<file path="src/rtl/sshift_pkg.sv">
package sshift_pkg;
  localparam int DATA_W      = 8;
  localparam int CNT_W       = 4;
  localparam int CTRL_W      = 6;
  localparam int SRC_LO      = 0;
  localparam int PHASE_BIT   = 2;
  localparam int IRQEN_BIT   = 3;
  localparam int TICK_BIT    = 4;
  localparam int TOGGLE_BIT  = 5;

  typedef enum logic [1:0] {
    ADDR_DATA = 2'd0,
    ADDR_CNT  = 2'd1,
    ADDR_CTRL = 2'd2,
    ADDR_FLAG = 2'd3
  } addr_e;

  typedef enum logic [1:0] {
    SRC_OFF   = 2'd0,
    SRC_PIN   = 2'd1,
    SRC_TIMER = 2'd2,
    SRC_SOFT  = 2'd3
  } src_e;

  typedef struct packed {
    logic loadData;
    logic loadCnt;
    logic clrFlag;
    logic shiftIn;
    logic outEdge;
    logic tick;
    logic count;
  } stb_t;
endpackage

</file>
<file path="src/rtl/sshift_ctrl.sv">
module sshift_ctrl
  import sshift_pkg::*;
#(
  parameter int SYNC_STAGES = 2
) (
  input  logic              clk,
  input  logic              rst_n,
  input  logic              busWrEn,
  input  logic [1:0]        busAddr,
  input  logic [CTRL_W-1:0] wrCtrlData,
  input  logic              pinClk,
  input  logic              timerTick,
  output stb_t              stb,
  output src_e              srcQ,
  output logic              phaseQ,
  output logic              irqEnQ,
  output logic              sclkQ
);
  logic [SYNC_STAGES-1:0] syncQ;
  logic pinPrevQ, pinLvl, pinRise, pinFall, pinEn;
  logic wrCtrl, sampleEdge, updEdge, softTick, timerEv;

  generate
    if (SYNC_STAGES == 1) begin : g_sync1
      always_ff @(posedge clk) begin
        if (!rst_n) syncQ <= '0;
        else        syncQ <= pinClk;
      end
    end else begin : g_syncN
      always_ff @(posedge clk) begin
        if (!rst_n) syncQ <= '0;
        else        syncQ <= {syncQ[SYNC_STAGES-2:0], pinClk};
      end
    end
  endgenerate

  assign pinLvl  = syncQ[SYNC_STAGES-1];
  assign pinRise = pinLvl & ~pinPrevQ;
  assign pinFall = ~pinLvl & pinPrevQ;
  assign wrCtrl  = busWrEn && (busAddr == ADDR_CTRL);

  always_ff @(posedge clk) begin
    if (!rst_n) begin
      pinPrevQ <= 1'b0;
      srcQ     <= SRC_OFF;
      phaseQ   <= 1'b0;
      irqEnQ   <= 1'b0;
      sclkQ    <= 1'b0;
    end else begin
      pinPrevQ <= pinLvl;
      if (wrCtrl) begin
        srcQ   <= src_e'(wrCtrlData[SRC_LO+1:SRC_LO]);
        phaseQ <= wrCtrlData[PHASE_BIT];
        irqEnQ <= wrCtrlData[IRQEN_BIT];
        if (wrCtrlData[TOGGLE_BIT]) sclkQ <= ~sclkQ;
      end
    end
  end

  assign pinEn      = (srcQ == SRC_PIN);
  assign sampleEdge = phaseQ ? pinFall : pinRise;
  assign updEdge    = phaseQ ? pinRise : pinFall;
  assign softTick   = wrCtrl && wrCtrlData[TICK_BIT] &&
                      (wrCtrlData[SRC_LO+1:SRC_LO] == SRC_SOFT);
  assign timerEv    = (srcQ == SRC_TIMER) && timerTick;

  always_comb begin
    stb          = '0;
    stb.loadData = busWrEn && (busAddr == ADDR_DATA);
    stb.loadCnt  = busWrEn && (busAddr == ADDR_CNT);
    stb.clrFlag  = busWrEn && (busAddr == ADDR_FLAG) && wrCtrlData[0];
    stb.shiftIn  = pinEn && sampleEdge;
    stb.outEdge  = pinEn && updEdge;
    stb.tick     = softTick || timerEv;
    stb.count    = stb.tick || (pinEn && (pinRise || pinFall));
  end
endmodule

</file>
<file path="src/rtl/sshift_datapath.sv">
module sshift_datapath
  import sshift_pkg::*;
(
  input  logic              clk,
  input  logic              rst_n,
  input  stb_t              stb,
  input  logic [DATA_W-1:0] wrData,
  input  logic              dataIn,
  output logic [DATA_W-1:0] shiftQ,
  output logic [CNT_W-1:0]  cntQ,
  output logic              flagQ,
  output logic              outQ
);
  localparam int MSB = DATA_W - 1;

  always_ff @(posedge clk) begin
    if (!rst_n) begin
      shiftQ <= '0;
      outQ   <= 1'b0;
    end else if (stb.loadData) begin
      shiftQ <= wrData;
      outQ   <= wrData[MSB];
    end else if (stb.tick) begin
      shiftQ <= {shiftQ[MSB-1:0], dataIn};
      outQ   <= shiftQ[MSB-1];
    end else begin
      if (stb.shiftIn) shiftQ <= {shiftQ[MSB-1:0], dataIn};
      if (stb.outEdge) outQ   <= shiftQ[MSB];
    end
  end

  always_ff @(posedge clk) begin
    if (!rst_n) begin
      cntQ  <= '0;
      flagQ <= 1'b0;
    end else begin
      if (stb.loadCnt)    cntQ <= wrData[CNT_W-1:0];
      else if (stb.count) cntQ <= cntQ + 1'b1;
      if (stb.count && !stb.loadCnt && (&cntQ)) flagQ <= 1'b1;
      else if (stb.clrFlag)                      flagQ <= 1'b0;
    end
  end
endmodule

</file>
<file path="src/rtl/sshift_unit.sv">
module sshift_unit
  import sshift_pkg::*;
#(
  parameter int SYNC_STAGES = 2
) (
  input  logic              clk,
  input  logic              rst_n,
  input  logic              busWrEn,
  input  logic [1:0]        busAddr,
  input  logic [DATA_W-1:0] busWrData,
  output logic [DATA_W-1:0] busRdData,
  input  logic              sclkIn,
  output logic              sclkOut,
  input  logic              timerTick,
  input  logic              dataIn,
  output logic              dataOut,
  output logic              irq
);
  stb_t              stb;
  src_e              srcQ;
  logic              phaseQ, irqEnQ, flagQ;
  logic [DATA_W-1:0] shiftQ;
  logic [CNT_W-1:0]  cntQ;

  sshift_ctrl #(.SYNC_STAGES(SYNC_STAGES)) u_ctrl (
    .clk(clk), .rst_n(rst_n), .busWrEn(busWrEn), .busAddr(busAddr),
    .wrCtrlData(busWrData[CTRL_W-1:0]), .pinClk(sclkIn), .timerTick(timerTick),
    .stb(stb), .srcQ(srcQ), .phaseQ(phaseQ), .irqEnQ(irqEnQ), .sclkQ(sclkOut)
  );

  sshift_datapath u_dp (
    .clk(clk), .rst_n(rst_n), .stb(stb), .wrData(busWrData), .dataIn(dataIn),
    .shiftQ(shiftQ), .cntQ(cntQ), .flagQ(flagQ), .outQ(dataOut)
  );

  assign irq = flagQ & irqEnQ;

  always_comb begin
    busRdData = '0;
    unique case (busAddr)
      ADDR_DATA: busRdData = shiftQ;
      ADDR_CNT:  busRdData[CNT_W:0] = {flagQ, cntQ};
      ADDR_CTRL: busRdData[IRQEN_BIT:0] = {irqEnQ, phaseQ, srcQ};
      ADDR_FLAG: busRdData[0] = flagQ;
      default:   busRdData = '0;
    endcase
  end
endmodule

</file>
<file path="config.mk">
export PLATFORM = sky130hd
export DESIGN_NAME = sshift_unit
export DESIGN_NICKNAME = d
export VERILOG_FILES = /design/src/rtl/sshift_pkg.sv /design/src/rtl/sshift_ctrl.sv /design/src/rtl/sshift_datapath.sv /design/src/rtl/sshift_unit.sv
export SDC_FILE = /design/constraint.sdc
export NUM_CORES = 1
export LEC_CHECK = 0
export BUFFER_PORTS_ARGS = -buffer_cell sky130_fd_sc_hd__buf_2
export CELL_PAD_IN_SITES_DETAIL_PLACEMENT = 0
export CELL_PAD_IN_SITES_GLOBAL_PLACEMENT = 1
export CORE_MARGIN = 1
export CORE_UTILIZATION = 40
export CTS_CLUSTER_SIZE = 25
export DETAILED_ROUTE_END_ITERATION = 8
export GPL_TIMING_DRIVEN = 0
export PLACE_DENSITY_LB_ADDON = 0.1
export SYNTH_ARGS = -nofsm -noshare
export SYNTH_HDL_FRONTEND = slang
export SYNTH_SLANG_ARGS = --single-unit
</file>
<file path="constraint.sdc">
create_clock -name clk -period 1.9 [get_ports clk]
set_input_delay 0.095 -clock clk [delete_from_list [all_inputs] [get_ports clk]]
set_output_delay 0.095 -clock clk [all_outputs]
set_load 0.005 [all_outputs]
</file>
==> out/qor.txt <==
first-pass GRT wire length - 5130 um
Synth Net Count - 161
Synth Register Bits - 22
Worst Hold Class - primary input to flop
met3 usage - 0.0223
RSZ-0062 raised after global routing - false
Seq/Total Area, Yosys - 0.348
Synth area leader - dfxtp_1
final wirelength - 3120 um
# IOs - 27
Flop pwr share - 0.577
PnR worst setup slack - 0.210 ns
Pwr Total - 879 uW
vias per cell - 5.47
distinct cell type count of the synthesized netlist - 37
post-synth top area share - 0.348
switching power - 238 uW
Starting Density - 0.418
Final Critical Period - 1.69 ns
Residual DRC - 0
maximum fanout along the worst path - 10
Area Growth Syn to Fin - 17.3%
post-place setup slack - 0.125 ns
largest net degree at the start of global routing - 12
gr busiest metal - met2
Peak supply drop - 0.329 mV
clock sinks - 22
layout cells sized above 1 - 0.209
Switching Fraction - 0.271
crit path capture type - flop
max cap viols - 0
Rows - 20
warnings from Yosys - 0
via count - 1,181
period utilization - 0.889
power share of the clock group - 0.240
leading post-synthesis cells by cell area - dfxtp_1 35%, mux2i_1 11%, o311a_1 6.3%
CTS root buf - clkbuf_4
antenna violations before repair - 0
GRT Util Overall - 0.199
Pre-antenna DRT Iters - 4
clock slew seen by the registers of the worst setup and hold paths - 0.12 ns
Filler cells - 307
clock buffer depth - 2
slew margin rel. - 0.647
Final nets - 193
critical path class - flop to flop
clock skew - 0.00537 ns
Die W - 58.3 um
GR Overflow Total - 0
clk_lat worst skew - 0.30 ns
Leak - 0.629 nW
fin area - 1490 um^2
status - completed
combinational share of power - 0.183
Wirelength per Cell - 14.4 um
Iter 0 DRT Violations - 57
Hold Path Stages - 3
dpl hpwl - 2410 um
routing usage on met1 - 0.266
Chip Height - 58.3 um
gp weighted congestion - 0.765
CTS Buf Count - 3
Worst Reg2Reg Path Length in Cells - 7
reg-to-reg setup timing slack - 0.21 ns
critical path startpoint category - flop
CTS HTree Levels - 1
FMAX - 592 MHz
syn avg cell area - 8.92 um^2
P per Cell Area - 592 nW/um^2
PortBufs - 26
Die ar. - 3390 um^2
worst path arrival time - 1.89 ns
Final Hold Fails - 0
n_diodes - 0
Routed Antenna Nets - 0
Placement Cell Area - 1450 um^2
vias in the first global route - 1,080
cells after synthesis - 142
TritonCTS clock tree - done
worst-margin pin slew - 0.528 ns
Fin Setup TNS - 0 ns
final setup vio count - 0
fin. max-slew vios - 0
placed insts - 212
Power Internal - 640 uW
required time of the critical path - 2.10 ns
core area - 3030 um^2
Finished Layout Cells - 216
Syn Std Cell Area - 1270 um^2
met2 Track Usage GR - 0.330
path summary, 6_finish.rpt:
path | start | to
worst max-delay path | u_ctrl.syncQ[1]$_SDFF_PN0_ | u_dp.shiftQ[3]$_SDFFE_PN0P_
worst min-delay path | busWrData[2] | u_ctrl.phaseQ$_SDFFE_PN0N_
worst max register to register | u_ctrl.syncQ[1]$_SDFF_PN0_ | u_dp.shiftQ[3]$_SDFFE_PN0P_
worst min register to register | u_ctrl.syncQ[0]$_SDFF_PN0_ | u_ctrl.syncQ[1]$_SDFF_PN0_
per-layer routing:
| layer | routed length [um] | vias up | part of all wire |
|---|---|---|---|
| met3 | 123 | 6 | 0.039 |
| met5 | 0 | - | 0 |
| li1 | - | 589 | - |
| met4 | 43 | 0 | 0.014 |
| met2 | 1470 | 27 | 0.47 |
| met1 | 1480 | 559 | 0.48 |
placed cells by master (no fill, tap or decap), drive strengths merged, types with 4 or more instances in the layout:
cell type,count
buf,32
dfxtp,22
nand2,16
o21ai,15
mux2i,14
o311a,8
and2,7
clkbuf,6
nor2,5
inv,4
a21boi,4
cell families (layout without fill, tap and decap cells):
kind of cell,count (synthesis),count (layout),synth area share
xor gates and xnor gates,1,1,0.00692
DFF,22,22,0.348
adders and majority gates,3,3,0.0296
and+or+nand+nor,48,48,0.202
muxes,15,15,0.128
buffers and inverters,13,43,0.0613
AOI/OAI and AO/OA,40,40,0.224
critical path, cell delays in order (launching register included):
cell,delay (ns)
dfxtp_1,0.34
inv_1,0.05
ha_1,0.15
mux2i_1,0.07
nor2_1,0.42
clkbuf_2,0.33
o21ai_1,0.10
o311a_1,0.12
flip-flops by register name, indices dropped and copies added (netlist names), 2 cells and up:
signal,count
u_ctrl.srcQ,2
u_ctrl.syncQ,2
u_dp.cntQ,4
u_dp.shiftQ,8
Yosys cell counts:
cell	instances
and3_1	1
o31ai_1	1
ha_1	3
nand3_1	3
inv_1	4
buf_1	1
or3_1	2
mux2i_1	14
o21ai_1	12
a2bb2oi_1	1
o221ai_1	3
nor3b_1	1
dfxtp_1	22
mux4_2	1
xnor2_1	1
o311a_1	8
clkbuf_1	3
buf_2	2
nand4b_1	1
nand2b_1	1
o21a_1	1
nor3_1	1
and2_1	7
o21ai_0	3
o221a_1	1
a211o_1	1
nand2_1	16
nand3b_1	3
buf_8	1
a21boi_1	4
and3b_1	2
a31oi_1	3
nand4_1	2
nor2b_1	3
buf_6	2
a21oi_1	2
nor2_1	5
metrics by stage:
| stage | hold slack, ns | util |
|---|---|---|
| floorplan | 0.222 | - |
| finish | 0.0518 | 0.490 |
| global placement | 0.302 | 0.479 |
| detailed placement | 0.310 | 0.479 |
| CTS | 0.0436 | 0.490 |
| global route | 0.0438 | 0.490 |
repair_timing:
| item | in CTS | in global routing |
|---|---|---|
| endpoints found under the hold margin | 1 | 0 |
| setup buffers | 0 | 0 |
| endpoints found under the setup margin | 0 | 2 |
| hold buffers | 1 | 0 |
| resized for setup | 0 | 2 |
cell type report:
class,count,area (um^2),area share
clock buffers,3,22.5,0.0152
repair buffers,27,140,0.0944
well taps,44,55.1,0.0371
inverters,4,15.0,0.0101
plain buffers,9,63.8,0.0430
flip-flops and latches,22,440,0.297
multi-input cells,107,748,0.504
power by group through the flow:
stage                     clock network, mW  logic [mW]  registers, mW
after CTS                             0.223       0.162          0.507
final                                 0.211       0.160          0.507
after global placement                    0       0.157          0.516
after floorplan                           0       0.106          0.511
after detailed placement                  0       0.160          0.517
after global routing                  0.236       0.178          0.510
Note: power is estimated with default switching activity, not from simulation.
